===== src/rtl/async_tx_pkg.sv =====
package async_tx_pkg;
  typedef struct packed {
    logic flush;       // drop buffer and line to idle
    logic push;        // store wrData in buffer
    logic load;        // pop head into shifter, send start bit
    logic shiftData;   // send next data bit
    logic sendParity;  // send parity bit
    logic sendStop;    // send a stop bit
  } txStrobe_t;
endpackage


===== src/rtl/async_tx_ctrl.sv =====
module async_tx_ctrl
  import async_tx_pkg::*;
#(
  parameter int DATA_W = 8,
  parameter int DEPTH  = 2
) (
  input  logic      clk,
  input  logic      rstN,
  input  logic      txEnable,
  input  logic      wrValid,
  input  logic      bitTick,
  input  logic      cfgSevenBit,
  input  logic      cfgParityEn,
  input  logic      cfgTwoStop,
  output txStrobe_t st,
  output logic      spaceAvail,
  output logic      txBusy,
  output logic      emptyReq,
  output logic      overflow
);
  localparam int CNT_W = $clog2(DEPTH + 1);
  localparam int POS_W = $clog2(DATA_W + 5);

  logic [CNT_W-1:0] count;
  logic [POS_W-1:0] bitPos;
  logic             inFrame;
  logic [POS_W-1:0] dataBits;
  logic [POS_W-1:0] parBits;
  logic [POS_W-1:0] totalBits;
  logic             full;
  logic             lastBitDone;
  logic             runTick;

  assign full        = (count == CNT_W'(DEPTH));
  assign dataBits    = cfgSevenBit ? POS_W'(DATA_W - 1) : POS_W'(DATA_W);
  assign parBits     = cfgParityEn ? POS_W'(1) : POS_W'(0);
  assign totalBits   = POS_W'(1) + dataBits + parBits + (cfgTwoStop ? POS_W'(2) : POS_W'(1));
  assign runTick     = txEnable && bitTick;
  assign lastBitDone = inFrame && (bitPos == totalBits);

  always_comb begin
    st            = '0;
    st.flush      = !txEnable;
    st.push       = txEnable && wrValid && !full;
    st.load       = runTick && (count != '0) && (!inFrame || lastBitDone);
    if (runTick && inFrame && !lastBitDone) begin
      if (bitPos <= dataBits)
        st.shiftData = 1'b1;
      else if (cfgParityEn && bitPos == dataBits + POS_W'(1))
        st.sendParity = 1'b1;
      else
        st.sendStop = 1'b1;
    end
  end

  always_ff @(posedge clk or negedge rstN) begin
    if (!rstN) begin
      count    <= '0;
      bitPos   <= '0;
      inFrame  <= 1'b0;
      emptyReq <= 1'b0;
      overflow <= 1'b0;
    end else if (!txEnable) begin
      count    <= '0;
      bitPos   <= '0;
      inFrame  <= 1'b0;
      emptyReq <= 1'b0;
      overflow <= 1'b0;
    end else begin
      if (st.push && !st.load)
        count <= count + CNT_W'(1);
      else if (st.load && !st.push)
        count <= count - CNT_W'(1);
      if (wrValid && full)
        overflow <= 1'b1;
      emptyReq <= st.load && !st.push && (count == CNT_W'(1));
      if (st.load) begin
        inFrame <= 1'b1;
        bitPos  <= POS_W'(1);
      end else if (bitTick && inFrame) begin
        if (lastBitDone) begin
          inFrame <= 1'b0;
          bitPos  <= '0;
        end else begin
          bitPos <= bitPos + POS_W'(1);
        end
      end
    end
  end

  assign spaceAvail = !full;
  assign txBusy     = inFrame;

  AST_COUNT_BOUND: assert property (@(posedge clk) disable iff (!rstN)
    count <= CNT_W'(DEPTH)) else $error("buffer count above depth");
  AST_EMPTY_PULSE: assert property (@(posedge clk) disable iff (!rstN)
    emptyReq |=> !emptyReq) else $error("empty request longer than one cycle");
  AST_DISABLE_FLUSH: assert property (@(posedge clk) disable iff (!rstN)
    !txEnable |=> (count == '0) && !inFrame) else $error("disable did not flush");
  AST_OVF_STICKY: assert property (@(posedge clk) disable iff (!rstN)
    overflow && txEnable |=> overflow) else $error("overflow flag lost");
endmodule


===== src/rtl/async_tx_dpath.sv =====
module async_tx_dpath
  import async_tx_pkg::*;
#(
  parameter int DATA_W = 8,
  parameter int DEPTH  = 2
) (
  input  logic              clk,
  input  logic              rstN,
  input  txStrobe_t         st,
  input  logic [DATA_W-1:0] wrData,
  input  logic              cfgSevenBit,
  input  logic              cfgParityOdd,
  output logic              serOut
);
  localparam int PTR_W = (DEPTH > 1) ? $clog2(DEPTH) : 1;
  localparam logic [DATA_W-1:0] FULL_MASK = '1;

  logic [DATA_W-1:0] mem [DEPTH];
  logic [PTR_W-1:0]  wrPtr;
  logic [PTR_W-1:0]  rdPtr;
  logic [DATA_W-1:0] headMasked;
  logic [DATA_W-1:0] shiftReg;
  logic              parityBit;

  function automatic logic [PTR_W-1:0] nextPtr(input logic [PTR_W-1:0] p);
    return (p == PTR_W'(DEPTH - 1)) ? '0 : p + PTR_W'(1);
  endfunction

  for (genvar e = 0; e < DEPTH; e++) begin : gEntry
    always_ff @(posedge clk) begin
      if (st.push && wrPtr == PTR_W'(e))
        mem[e] <= wrData;
    end
  end

  assign headMasked = mem[rdPtr] & (cfgSevenBit ? (FULL_MASK >> 1) : FULL_MASK);

  always_ff @(posedge clk or negedge rstN) begin
    if (!rstN) begin
      wrPtr     <= '0;
      rdPtr     <= '0;
      shiftReg  <= '0;
      parityBit <= 1'b0;
      serOut    <= 1'b1;
    end else if (st.flush) begin
      wrPtr  <= '0;
      rdPtr  <= '0;
      serOut <= 1'b1;
    end else begin
      if (st.push)
        wrPtr <= nextPtr(wrPtr);
      if (st.load) begin
        rdPtr     <= nextPtr(rdPtr);
        shiftReg  <= headMasked;
        parityBit <= (^headMasked) ^ cfgParityOdd;
        serOut    <= 1'b0;
      end else if (st.shiftData) begin
        serOut   <= shiftReg[0];
        shiftReg <= shiftReg >> 1;
      end else if (st.sendParity) begin
        serOut <= parityBit;
      end else if (st.sendStop) begin
        serOut <= 1'b1;
      end
    end
  end

  AST_START_LOW: assert property (@(posedge clk) disable iff (!rstN)
    st.load |=> !serOut) else $error("start bit not low");
  AST_STOP_HIGH: assert property (@(posedge clk) disable iff (!rstN)
    st.sendStop |=> serOut) else $error("stop bit not high");
endmodule


===== src/rtl/async_tx_buf.sv =====
module async_tx_buf
  import async_tx_pkg::*;
#(
  parameter int DATA_W = 8,
  parameter int DEPTH  = 2
) (
  input  logic              clk,
  input  logic              rstN,
  input  logic              txEnable,
  input  logic              wrValid,
  input  logic [DATA_W-1:0] wrData,
  input  logic              bitTick,
  input  logic              cfgSevenBit,
  input  logic              cfgParityEn,
  input  logic              cfgParityOdd,
  input  logic              cfgTwoStop,
  output logic              serOut,
  output logic              spaceAvail,
  output logic              txBusy,
  output logic              emptyReq,
  output logic              overflow
);
  txStrobe_t st;

  async_tx_ctrl #(.DATA_W(DATA_W), .DEPTH(DEPTH)) ctrl_i (
    .clk(clk), .rstN(rstN), .txEnable(txEnable), .wrValid(wrValid),
    .bitTick(bitTick), .cfgSevenBit(cfgSevenBit), .cfgParityEn(cfgParityEn),
    .cfgTwoStop(cfgTwoStop), .st(st), .spaceAvail(spaceAvail),
    .txBusy(txBusy), .emptyReq(emptyReq), .overflow(overflow)
  );

  async_tx_dpath #(.DATA_W(DATA_W), .DEPTH(DEPTH)) dpath_i (
    .clk(clk), .rstN(rstN), .st(st), .wrData(wrData),
    .cfgSevenBit(cfgSevenBit), .cfgParityOdd(cfgParityOdd), .serOut(serOut)
  );

  AST_IDLE_HIGH: assert property (@(posedge clk) disable iff (!rstN)
    !txBusy |-> serOut) else $error("line low while not busy");
endmodule


===== config.mk =====
export PLATFORM = sky130hd
export DESIGN_NAME = async_tx_buf
export DESIGN_NICKNAME = d
export VERILOG_FILES = /design/src/rtl/async_tx_pkg.sv /design/src/rtl/async_tx_ctrl.sv /design/src/rtl/async_tx_dpath.sv /design/src/rtl/async_tx_buf.sv
export SDC_FILE = /design/constraint.sdc
export NUM_CORES = 1
export LEC_CHECK = 0
export CORE_ASPECT_RATIO = 1.2
export CORE_MARGIN = 2
export CORE_UTILIZATION = 50
export CTS_CLUSTER_DIAMETER = 60
export DETAILED_ROUTE_END_ITERATION = 7
export DONT_BUFFER_PORTS = 1
export PLACE_DENSITY = 0.71
export SYNTH_ARGS = -nofsm -noshare
export SYNTH_HDL_FRONTEND = slang
export SYNTH_HIERARCHICAL = 1
export SYNTH_SLANG_ARGS = --single-unit

===== constraint.sdc =====
create_clock -name clk -period 5.8 [get_ports clk]
set_input_delay 0.87 -clock clk [delete_from_list [all_inputs] [get_ports clk]]
set_output_delay 0.87 -clock clk [all_outputs]
set_load 0.005 [all_outputs]

==> flow_metrics.env, run 1 <==
export IMPL_fin_crit_sh_pct=61.5
export IMPL_maxCapViolations=0
export IMPL_crit_required_ns=5.93
export IMPL_cp_arrival_ns=3.69
export IMPL_postSynthNetCount=212
export IMPL_die_area_mm2=0.00464
export IMPL_insertion_delay_ns=0.29
export IMPL_drive_gt1_share_pct=10.2
export IMPL_hpwl_mm=2.75
export IMPL_status="completed"
export IMPL_synthTopCellsByArea="dfrtp_1 (24%), edfxtp_1 (23%), ha_1 (5.5%)"
export IMPL_ir_drop_mv=0.200
export IMPL_crit_top_cell="nor2b_1"
export IMPL_core_mm2=0.00394
export IMPL_ant_nets=0
export IMPL_slowest_stage="nor2b_1"
export IMPL_cts_htree_levels=2
export IMPL_io_pins=22
export IMPL_row_count=25
export IMPL_power_w=0.000767
export IMPL_drc_errors=0
export IMPL_initial_core_util_pct=52.2
export IMPL_rsz0062_at_grt="false"
export IMPL_nFillCells=348
export IMPL_p_per_area_mw_per_mm2=350
export IMPL_firstDrtPassIters=4
export IMPL_yosysSeqAreaShare_pct=49.0
export IMPL_crit_path_end_kind="flip-flop"
export IMPL_setup_viol=0
export IMPL_yosysTopAreaCell="dfrtp_1"
export IMPL_crit_family="simple AND/OR/NAND/NOR gates"
export IMPL_p_int_w=0.000527
export IMPL_ys_ff_latch=37
export IMPL_hold_class="in2async"
export IMPL_max_slew_margin_rel_pct=54.7
export IMPL_grt_max_degree=22
export IMPL_nNetsFinal=213
export IMPL_drt_total_wl_mm=3.63
export IMPL_grt_use_total_pct=17.2
export IMPL_antenna_found_initial=0
export IMPL_p_comb_share_pct=28.1
export IMPL_synth_main_ff_cell="dfrtp_1"
export IMPL_numCtsBuffers=5
export IMPL_die_y_um=74.3
export IMPL_ys_types=47
export IMPL_finalSetupTns_ns=0
export IMPL_p_sw_w=0.000241
export IMPL_num_vias=1377
export IMPL_min_period_ns=3.57
export IMPL_viasPerCell=5.71
export IMPL_ctsResizeCount=0
export IMPL_drv_slew=0
export IMPL_fin_skew_ns=0.00857
export IMPL_io_buffers=0
export IMPL_cts_sinks=37
export IMPL_gp_congestion=0.880
export IMPL_synth_common_cells="dfrtp_1 (20), edfxtp_1 (16), nor2_1 (14), a21oi_1 (13), inv_1 (13)"
export IMPL_post_synth_cell_area_avg_um2=11.1
export IMPL_async_flop_share_pct=56.8
export IMPL_path_class="in2reg"
export IMPL_yosys_warnings=6
export IMPL_p_seq_share_pct=46.9
export IMPL_grt_pass1_vias=1386
export IMPL_swShare_pct=31.4
export IMPL_diodes=0
export IMPL_synthesis_area_mm2=0.00206
export IMPL_synth_top_cell_area_share_pct=24.3
export IMPL_cts_root_buffer="clkbuf_8"
export IMPL_area_growth_pct=6.75
export IMPL_synth_edf_count=16
export IMPL_overflow=0
export IMPL_crit_buf_inv=1
export IMPL_drtIter0Drc=64
export IMPL_cts_tree="yes"
export IMPL_wl_per_cell_um=15.1
export IMPL_path_max_fanout=11
export IMPL_crit_chain="inv_1 > fa_1 > ha_1 > xor2_1 > nor4_4 > nor2_2 > nand3_2 > nor2b_1 > nor2b_1 > a21oi_1 > nor2_1 > a221oi_1"
export IMPL_cp_start_kind="primary input"
export IMPL_cts_hold_buf=0
export IMPL_clkPwrFrac_pct=25.0
export IMPL_seqCellArea_mm2=0.00101
export IMPL_p_leak_nw=0.856
export IMPL_timing_final_hold_violations=0
export IMPL_cts_setup_buffers=0
export IMPL_fmaxAchievable_ghz=0.280
export IMPL_max_stage_delay_ns=0.53
export IMPL_grt_pass1_wl_mm=6.05
export IMPL_cts_buffer_depth=2
export IMPL_multi_input_comb_area_um2=967
export IMPL_die_w_um=62.6
export IMPL_synth_most_common_cell="dfrtp_1"
export IMPL_clk_pin_slew_ns=0.07
export IMPL_syn_inst=185
export IMPL_worstMarginPinSlew_ns=0.678
==> layer usage <==
| layer | wire length (µm) | vias up | part of all wire (%) | track usage [%] |
|---|---|---|---|---|
| met3 | 215 | 9 | 5.9 | 5.45 |
| met1 | 1460 | 666 | 40 | 17.6 |
| met2 | 1890 | 44 | 52 | 32.1 |
| met5 | 0 | - | 0 | 0 |
| li1 | - | 658 | - | - |
| met4 | 72 | 0 | 2.0 | 8.89 |
==> final cells by class <==
type,count,share of cell area (%)
flip-flops and latches,37,45.9
multi-input cells,128,44.0
clock buffers,7,4.39
well taps,54,3.08
inverters,14,2.39
clock inverters,1,0.228
==> power by group through the flow <==
stage                     sequential [W]  clock [W]  combinational [W]
after floorplan                 0.000349          0           0.000188
after global placement          0.000364          0           0.000207
after detailed placement        0.000365          0           0.000214
after CTS                       0.000360   0.000199           0.000216
after global routing            0.000365   0.000211           0.000240
final                           0.000360   0.000192           0.000216
==> stage by stage <==
stage / hold WS, ns / cell area [µm²] / instances / setup WS [ns] / util [%]
after floorplan: 0.466 / 2060 / 185 / 2.58 / -
after global placement: 0.506 / 2090 / 233 / 2.16 / 53.1
after detailed placement: 0.503 / 2090 / 233 / 1.96 / 53.1
after CTS: 0.256 / 2200 / 241 / 2.27 / 55.7
after global routing: 0.242 / 2200 / 241 / 1.92 / 55.7
final: 0.269 / 2200 / 241 / 2.23 / 55.7
==> sequential cells by signal, indices dropped and copies added (netlist names) <==
| register | cells |
|---|---|
| ctrl_i/count | 2 |
| ctrl_i/bitPos | 4 |
| dpath_i/parityBit | 1 |
| dpath_i/serOut | 1 |
| dpath_i/shiftReg | 8 |
| ctrl_i/emptyReq | 1 |
| dpath_i/wrPtr | 1 |
| dpath_i/rdPtr | 1 |
| dpath_i/mem | 16 |
| ctrl_i/overflow | 1 |
| ctrl_i/txBusy | 1 |
==> worst register-to-register path, cell delays in order (launching register included) <==
cell,delay [ns]
dfrtp_1,0.47
ha_1,0.33
nor2b_1,0.15
o21a_1,0.18
o21a_1,0.17
o21ai_0,0.31
nor2b_1,0.58
nor2b_1,0.46
a21oi_1,0.13
nor2_1,0.10
a221oi_1,0.06
==> cells by family after synthesis <==
kind of cell | share of synthesized area [%]
AOI/OAI and AO/OA | 12.7
xor gates and xnor gates | 7.42
adders and majority gates | 6.45
buffers and inverters | 4.01
DFF | 49.0
muxes | 5.90
and+or+nand+nor | 14.5
==> cells in the final DEF (no fill, tap or decap), types with 3 or more instances in the layout <==
cell	netlist	routed
a221oi_1	3	3
nor2_1	14	14
dfrtp_1	20	20
a21oi_1	13	13
o21ai_1	3	3
nand2_1	7	7
ha_1	9	9
mux2i_1	8	8
nor3_1	3	3
edfxtp_1	16	16
xor2_1	7	7
nor4_1	4	4
o21ai_0	4	4
nor2b_1	11	11
xnor2_1	6	6
a22oi_1	3	3
clkbuf_8	0	7
inv_1	13	13
==> worst paths after layout <==
check / start / to / slack [ns] / cells past startpoint
max reg2reg: ctrl_i/bitPos[1] / dpath_i/shiftReg[1] / 2.70 / 10
min in group clk: dpath_i/shiftReg[7] / dpath_i/shiftReg[7] / 0.52 / 1
min: rstN / ctrl_i/bitPos[0] / 0.27 / 0
min reg2reg: dpath_i/shiftReg[7] / dpath_i/shiftReg[7] / 0.52 / 1
max: cfgSevenBit / dpath_i/shiftReg[1] / 2.23 / 12
max in group asynchronous: rstN / dpath_i/serOut / 5.36 / 0
Power figures use the tool's default switching activity.
==> run 2: changes to the inputs <==
--- a/config.mk
+++ b/config.mk
@@ -5,13 +5,14 @@
 export SDC_FILE = /design/constraint.sdc
 export NUM_CORES = 1
 export LEC_CHECK = 0
+export ABC_AREA = 1
 export CORE_ASPECT_RATIO = 1.2
 export CORE_MARGIN = 2
 export CORE_UTILIZATION = 50
 export CTS_CLUSTER_DIAMETER = 60
 export DETAILED_ROUTE_END_ITERATION = 7
 export DONT_BUFFER_PORTS = 1
-export PLACE_DENSITY = 0.71
+export PLACE_DENSITY = 0.74
 export SYNTH_ARGS = -nofsm -noshare
 export SYNTH_HDL_FRONTEND = slang
 export SYNTH_HIERARCHICAL = 1
==> constraint.sdc (replaced) <==
create_clock -name clk -period 3.1 [get_ports clk]
set_input_delay 0.465 -clock clk [delete_from_list [all_inputs] [get_ports clk]]
set_output_delay 0.465 -clock clk [all_outputs]
set_load 0.005 [all_outputs]
==> run 2 against run 1 <==
  * Cell area grew 9.2%
  * Final cell count is 39% higher
  * Global-route usage is 1.2 points higher
  * Clock power rose by 110%
  * Sequential cell count stayed put
  * Core utilization is 0.57 points higher
  * Largest power group unchanged
  * Die area rose by 7.8%
  * Power is 94% higher
==> flow_metrics.env, run 2 <==
export IMPL_cp_arrival_ns=2.68
export IMPL_max_slew_margin_rel_pct=37.7
export IMPL_fin_cells=335
export IMPL_status="completed"
export IMPL_hpwl_mm=3.06
export IMPL_post_synth_cell_area_avg_um2=8.19
export IMPL_path_class="in2reg"
export IMPL_cts_buffer_depth=2
export IMPL_fmaxAchievable_ghz=0.401
export IMPL_drt_total_wl_mm=4.11
export IMPL_insertion_delay_ns=0.29
export IMPL_syn_inst=272
export IMPL_finalSetupTns_ns=0
export IMPL_synthesis_area_mm2=0.00223
export IMPL_overflow=0
export IMPL_timing_final_hold_violations=0
export IMPL_grt_pass1_vias=1618
export IMPL_die_w_um=64.9
export IMPL_synth_top_cell_area_share_pct=22.5
export IMPL_multi_input_comb_area_um2=987
export IMPL_min_period_ns=2.49
export IMPL_reg_top3="dpath_i/mem x16, dpath_i/shiftReg x8, ctrl_i/bitPos x4"
export IMPL_cp_start_kind="primary input"
export IMPL_async_flop_share_pct=56.8
export IMPL_core_mm2=0.00426
export IMPL_drc_errors=0
export IMPL_nFillCells=415
export IMPL_ys_types=35
export IMPL_cts_htree_levels=2
export IMPL_area_growth_pct=7.70
export IMPL_die_y_um=77.1
export IMPL_maxCapViolations=0
export IMPL_crit_path_end_kind="flip-flop"
export IMPL_wl_per_cell_um=12.3
export IMPL_fin_skew_ns=0.00904
export IMPL_top_register="dpath_i/mem"
export IMPL_seqCellArea_mm2=0.00101
export IMPL_cts_root_buffer="clkbuf_8"
export IMPL_p_leak_nw=1.21
export IMPL_grt_max_degree=21
export IMPL_row_count=26
export IMPL_io_buffers=0
export IMPL_p_per_area_mw_per_mm2=621
export IMPL_numCtsBuffers=5
export IMPL_postSynthNetCount=299
export IMPL_worstMarginPinSlew_ns=0.931
export IMPL_crit_required_ns=3.29
export IMPL_cts_sinks=37
export IMPL_yosysSeqAreaShare_pct=45.2
export IMPL_viasPerCell=4.93
export IMPL_ant_nets=0
export IMPL_setup_ws_ns=0.607
export IMPL_largest_reg_flops=16
export IMPL_path_max_fanout=14
export IMPL_yosysTopAreaCell="dfrtp_1"
export IMPL_place_ws_ns=0.368
export IMPL_hold_class="in2reg"
export IMPL_grt_pass1_wl_mm=7.21
export IMPL_nNetsFinal=305
export IMPL_yosys_warnings=6
export IMPL_grt_use_total_pct=18.4
export IMPL_place_area_mm2=0.00227
export IMPL_num_vias=1653
export IMPL_final_cell_mix="nand2_1 (73), inv_1 (46), nor2_1 (24), dfrtp_1 (20), edfxtp_1 (16)"
export IMPL_clk_pin_slew_ns=0.08
export IMPL_gp_congestion=0.821
export IMPL_final_common_cell="nand2_1"
export IMPL_synth_edf_count=16
export IMPL_fin_area_mm2=0.00240
export IMPL_firstDrtPassIters=4
export IMPL_fin_crit_sh_pct=80.4
export IMPL_cts_setup_buffers=0
export IMPL_antenna_found_initial=0
export IMPL_ir_drop_mv=0.264
export IMPL_synth_most_common_cell="nand2_1"
export IMPL_drv_slew=0
export IMPL_die_area_mm2=0.00501
export IMPL_cts_tree="yes"
export IMPL_initial_core_util_pct=52.3
export IMPL_ys_ff_latch=37
export IMPL_drtIter0Drc=72
export IMPL_synth_main_ff_cell="dfrtp_1"
export IMPL_rsz0062_at_grt="false"
export IMPL_synthTopCellsByArea="dfrtp_1 (22%), edfxtp_1 (22%), nand2_1 (12%)"
export IMPL_dpl_cell_count=325
export IMPL_diodes=0
export IMPL_drive_gt1_share_pct=13.6
export IMPL_rrSetupSlack_ns=1.01
export IMPL_io_pins=22
export IMPL_setup_viol=0
export IMPL_synth_common_cells="nand2_1 (73), inv_1 (46), nor2_1 (24), dfrtp_1 (20), edfxtp_1 (16)"
[run 2: cell types whose count changed in the layout (fill, tap and decap cells not counted), sizes merged, moves of 4 or more]
cell and delta:
nand4 +4, xor2 -6, a31oi +4, xnor2 -6, inv +35, nand2 +83, nor4 -4, nor2b -11
nand3 +14, nor2 +10, a21oi -8, mux2i -8
[run 2: cell type report]
cell class,instances,share of cell area (%)
clock buffers,6,3.03
clock inverters,2,1.41
inverters,51,8.03
multi-input cells,179,41.2
flip-flops and latches,37,42.0
well taps,56,2.92
repair buffers,4,1.46
[run 2: cell families (layout without fill, tap and decap cells)]
logic type               Yosys count  count (layout)  synth area share [%]
flip-flops                        37              37                  45.2
AND/OR/NAND/NOR                  143             143                  31.2
buffers and inverters             56              63                  10.4
AO/OA/AOI/OAI                     24              24                  6.40
adder cells (fa/ha/maj)           10              10                  5.96
XOR/XNOR                           2               2                 0.787
[run 2: critical path, stage by stage]
cell     delay (ns)
inv_1          0.06
fa_1           0.42
ha_1           0.29
nand2_1        0.07
nand2_1        0.05
nor2_1         0.15
nand2_2        0.11
nand2_4        0.10
nand2_4        0.09
inv_1          0.23
nor2_1         0.11
nor2_1         0.10
buf_4          0.19
nor2_1         0.05
a31oi_1        0.19
[run 2: timing repair]
action,4_1_cts,5_1_grt
resized for setup,0,0
hold endpoints to repair,20,1
hold buffers,1,1
[run 2: final timing paths]
kind	from	to	cells past startpoint
setup / recovery	cfgSevenBit	dpath_i/shiftReg[6]	15
hold / removal	wrData[0]	dpath_i/mem[0][0]	0
setup reg to reg	ctrl_i/bitPos[1]	dpath_i/shiftReg[6]	11
hold reg to reg	dpath_i/serOut	dpath_i/serOut	2
max in group asynchronous	rstN	ctrl_i/count[0]	1
min in group asynchronous	rstN	dpath_i/serOut	1
[run 2: power breakdown]
group          switching, W  internal, W
combinational      0.000246     0.000152
clock              0.000168     0.000238
sequential        0.0000735     0.000614
[run 2: metal layers]
metal  global-route usage [%]  vias up  share of wire [%]
met5                        0        -                  0
met4                     7.66        0                1.8
li1                         -      873                  -
met3                     4.69        7                4.3
met2                     31.8       23                 49
met1                     21.3      750                 44
[run 2: through the flow]
| stage | util [%] | hold slack (ns) | power, W |
|---|---|---|---|
| 2_1_floorplan | - | 0.169 | 0.00101 |
| 3_3_place_gp | 53.3 | 0.170 | 0.00107 |
| 3_5_place_dp | 53.3 | 0.170 | 0.00109 |
| 4_1_cts | 56.0 | 0.00503 | 0.00150 |
| 5_1_grt | 56.3 | 0.254 | 0.00160 |
| 6_report | 56.3 | 0.266 | 0.00149 |
==> run 3: changes to the inputs <==
--- a/config.mk
+++ b/config.mk
@@ -12,7 +12,7 @@
 export CTS_CLUSTER_DIAMETER = 60
 export DETAILED_ROUTE_END_ITERATION = 7
 export DONT_BUFFER_PORTS = 1
-export PLACE_DENSITY = 0.74
+export PLACE_DENSITY = 0.71
 export SYNTH_ARGS = -nofsm -noshare
 export SYNTH_HDL_FRONTEND = slang
 export SYNTH_HIERARCHICAL = 1
==> constraint.sdc (replaced) <==
create_clock -name clk -period 2.4 [get_ports clk]
set_input_delay 0.36 -clock clk [delete_from_list [all_inputs] [get_ports clk]]
set_output_delay 0.36 -clock clk [all_outputs]
set_load 0.005 [all_outputs]
==> run 3 against run 2 <==
  * Clock power increased by 1%
  * Critical path type unchanged
  * Worst setup slack worse by 0.41 ns
  * Critical endpoint is now dpath_i/shiftReg[5]
  * Non-clock buffer count grew 6
==> flow_metrics.env, run 3 (synthesis gave the netlist of run 2 again) <==
export IMPL_grt_use_total_pct=18.8
export IMPL_die_y_um=77.1
export IMPL_power_w=0.00183
export IMPL_drive_gt1_share_pct=17.9
export IMPL_nFillCells=383
export IMPL_cts_htree_levels=2
export IMPL_swShare_pct=34.1
export IMPL_maxCapViolations=0
export IMPL_post_route_util_pct=56.9
export IMPL_grt_max_degree=22
export IMPL_highest_layer="met4"
export IMPL_grt_pass1_vias=1764
export IMPL_rsz0062_at_grt="false"
export IMPL_io_buffers=0
export IMPL_m1WireLength_mm=1.67
export IMPL_reg_top3="dpath_i/mem x16, dpath_i/shiftReg x8, ctrl_i/bitPos x4"
export IMPL_die_w_um=64.9
export IMPL_viasPerCell=4.98
export IMPL_min_period_ns=2.20
export IMPL_core_mm2=0.00426
export IMPL_slowest_stage="fa_2"
export IMPL_ir_drop_mv=0.369
export IMPL_top_register="dpath_i/mem"
export IMPL_cts_root_buffer="clkbuf_8"
export IMPL_crit_path_end_kind="flip-flop"
export IMPL_numCtsBuffers=5
export IMPL_final_cell_mix="nand2_1 (73), inv_1 (45), nor2_1 (22), dfrtp_1 (20), edfxtp_1 (16)"
export IMPL_io_pins=22
export IMPL_crit_chain="inv_1 > fa_2 > ha_1 > nor2_1 > nor2_2 > nand2_2 > nand2_4 > nor3_1 > nor2_1 > nor2_2 > buf_4 > nor2_1 > a31oi_1"
export IMPL_area_growth_pct=8.93
export IMPL_max_stage_delay_ns=0.38
export IMPL_cts_buffer_depth=2
export IMPL_crit_required_ns=2.60
export IMPL_hpwl_mm=3.24
export IMPL_num_vias=1698
export IMPL_wl_met3_um=167
export IMPL_die_area_mm2=0.00501
export IMPL_path_max_fanout=12
export IMPL_ant_nets=0
export IMPL_cp_arrival_ns=2.40
export IMPL_p_seq_share_pct=48.4
export IMPL_p_leak_nw=1.23
export IMPL_drtIter0Drc=45
export IMPL_timing_final_hold_violations=0
export IMPL_fmaxAchievable_ghz=0.454
export IMPL_p_comb_share_pct=29.2
export IMPL_nNetsFinal=311
export IMPL_drc_errors=0
export IMPL_reg2regPathDepth=11
export IMPL_worstMarginPinSlew_ns=0.972
export IMPL_wl_per_cell_um=12.1
export IMPL_row_count=26
export IMPL_route_met2_wl_mm=2.29
export IMPL_p_sw_w=0.000622
export IMPL_diodes=0
export IMPL_p_per_area_mw_per_mm2=753
export IMPL_hold_class="in2reg"
export IMPL_cts_sinks=37
export IMPL_gp_congestion=0.790
export IMPL_cts_tree="yes"
export IMPL_holdPathStages=0
export IMPL_largest_reg_flops=16
export IMPL_insertion_delay_ns=0.28
export IMPL_cp_start_kind="primary input"
export IMPL_clk_pin_slew_ns=0.07
export IMPL_clkPwrFrac_pct=22.4
export IMPL_p_int_w=0.00121
export IMPL_ctsResizeCount=0
export IMPL_crit_buf_inv=2
export IMPL_status="completed"
export IMPL_drt_total_wl_mm=4.14
export IMPL_final_common_cell="nand2_1"
export IMPL_crit_family="simple AND/OR/NAND/NOR gates"
export IMPL_path_class="in2reg"
export IMPL_antenna_found_initial=0
export IMPL_grt_pass1_wl_mm=7.40
export IMPL_setup_viol=0
export IMPL_drv_slew=0
export IMPL_fin_skew_ns=0.00413
export IMPL_crit_top_cell="nor2_1"
export IMPL_path_depth=13
export IMPL_initial_core_util_pct=52.3
export IMPL_max_slew_margin_rel_pct=35.0
export IMPL_fin_crit_sh_pct=91.7
export IMPL_overflow=0
export IMPL_firstDrtPassIters=5
-- run 3: cell count changes in the layout (fill, tap and decap cells not counted) --
| cell | previous run | this run |
|---|---|---|
| nor2_1 | 24 | 22 |
| bufinv_16 | 1 | 0 |
| fa_2 | 0 | 1 |
| inv_1 | 46 | 45 |
| buf_4 | 2 | 9 |
| dlygate4sd3_1 | 2 | 1 |
| fa_1 | 1 | 0 |
| clkinv_2 | 1 | 4 |
| nor2_2 | 2 | 4 |
| inv_2 | 3 | 4 |
| clkinv_1 | 2 | 0 |
-- run 3: final cells by class --
cell class	instances	area [µm²]	area share [%]
clock buffer	6	72.6	2.99
clock inverter	2	10.0	0.413
inverter	51	194	7.99
multi-input combinational	179	995	41.0
sequential	37	1010	41.5
tap	56	70.1	2.89
timing repair buffer	10	77.6	3.20
-- run 3: worst paths after layout --
| kind | startpoint | endpoint | slack (ns) |
|---|---|---|---|
| min | wrData[4] | dpath_i/mem[0][4] | 0.17 |
| max | cfgSevenBit | dpath_i/shiftReg[5] | 0.20 |
| max in group asynchronous | rstN | ctrl_i/bitPos[3] | 1.13 |
| max reg2reg | ctrl_i/bitPos[3] | dpath_i/serOut | 0.33 |
| min reg2reg | dpath_i/serOut | dpath_i/serOut | 0.50 |
| min in group asynchronous | rstN | dpath_i/shiftReg[3] | 0.68 |
-- run 3: repair_timing --
item	in CTS	in global routing
setup buffers	0	0
hold buffers	1	0
hold endpoints to repair	21	0
-- run 3: power by group through the flow --
| stage | clock network, W | logic, W | registers (W) |
|---|---|---|---|
| floorplan | 0 | 0.000448 | 0.000867 |
| global placement | 0 | 0.000510 | 0.000894 |
| detailed placement | 0 | 0.000532 | 0.000896 |
| CTS | 0.000426 | 0.000542 | 0.000885 |
| global route | 0.000454 | 0.000625 | 0.000902 |
| finish | 0.000409 | 0.000534 | 0.000884 |
-- run 3: metal layers --
layer,up-vias,track usage [%]
met1,794,20.1
met3,2,4.55
li1,885,-
met2,17,35.7
met4,0,5.11
met5,-,0
-- run 3: per-stage QoR --
| step | hold WS (ns) | TNS [ns] | instances | instance area [µm²] | setup slack [ns] |
|---|---|---|---|---|---|
| after global routing | 0.151 | 0 | 341 | 2430 | 0.0217 |
| after CTS | 0.163 | 0 | 341 | 2430 | 0.223 |
| after floorplan | 0.0644 | 0 | 272 | 2250 | 0.00835 |
| final | 0.171 | 0 | 341 | 2430 | 0.198 |
| after detailed placement | 0.0653 | -0.312 | 332 | 2330 | -0.0688 |
| after global placement | 0.0651 | 0 | 332 | 2330 | 0.0142 |
-- run 3: worst reg2reg max path: stages, from the launching register on --
cell and delay [ns]:
dfrtp_1 0.45, ha_1 0.32, nand2_1 0.05, inv_1 0.06, o21ai_0 0.07, a32oi_1 0.26, nand2_1 0.11, nor2_1 0.15
nor3b_1 0.20, a21oi_1 0.05, o211ai_1 0.15, o21ai_0 0.10
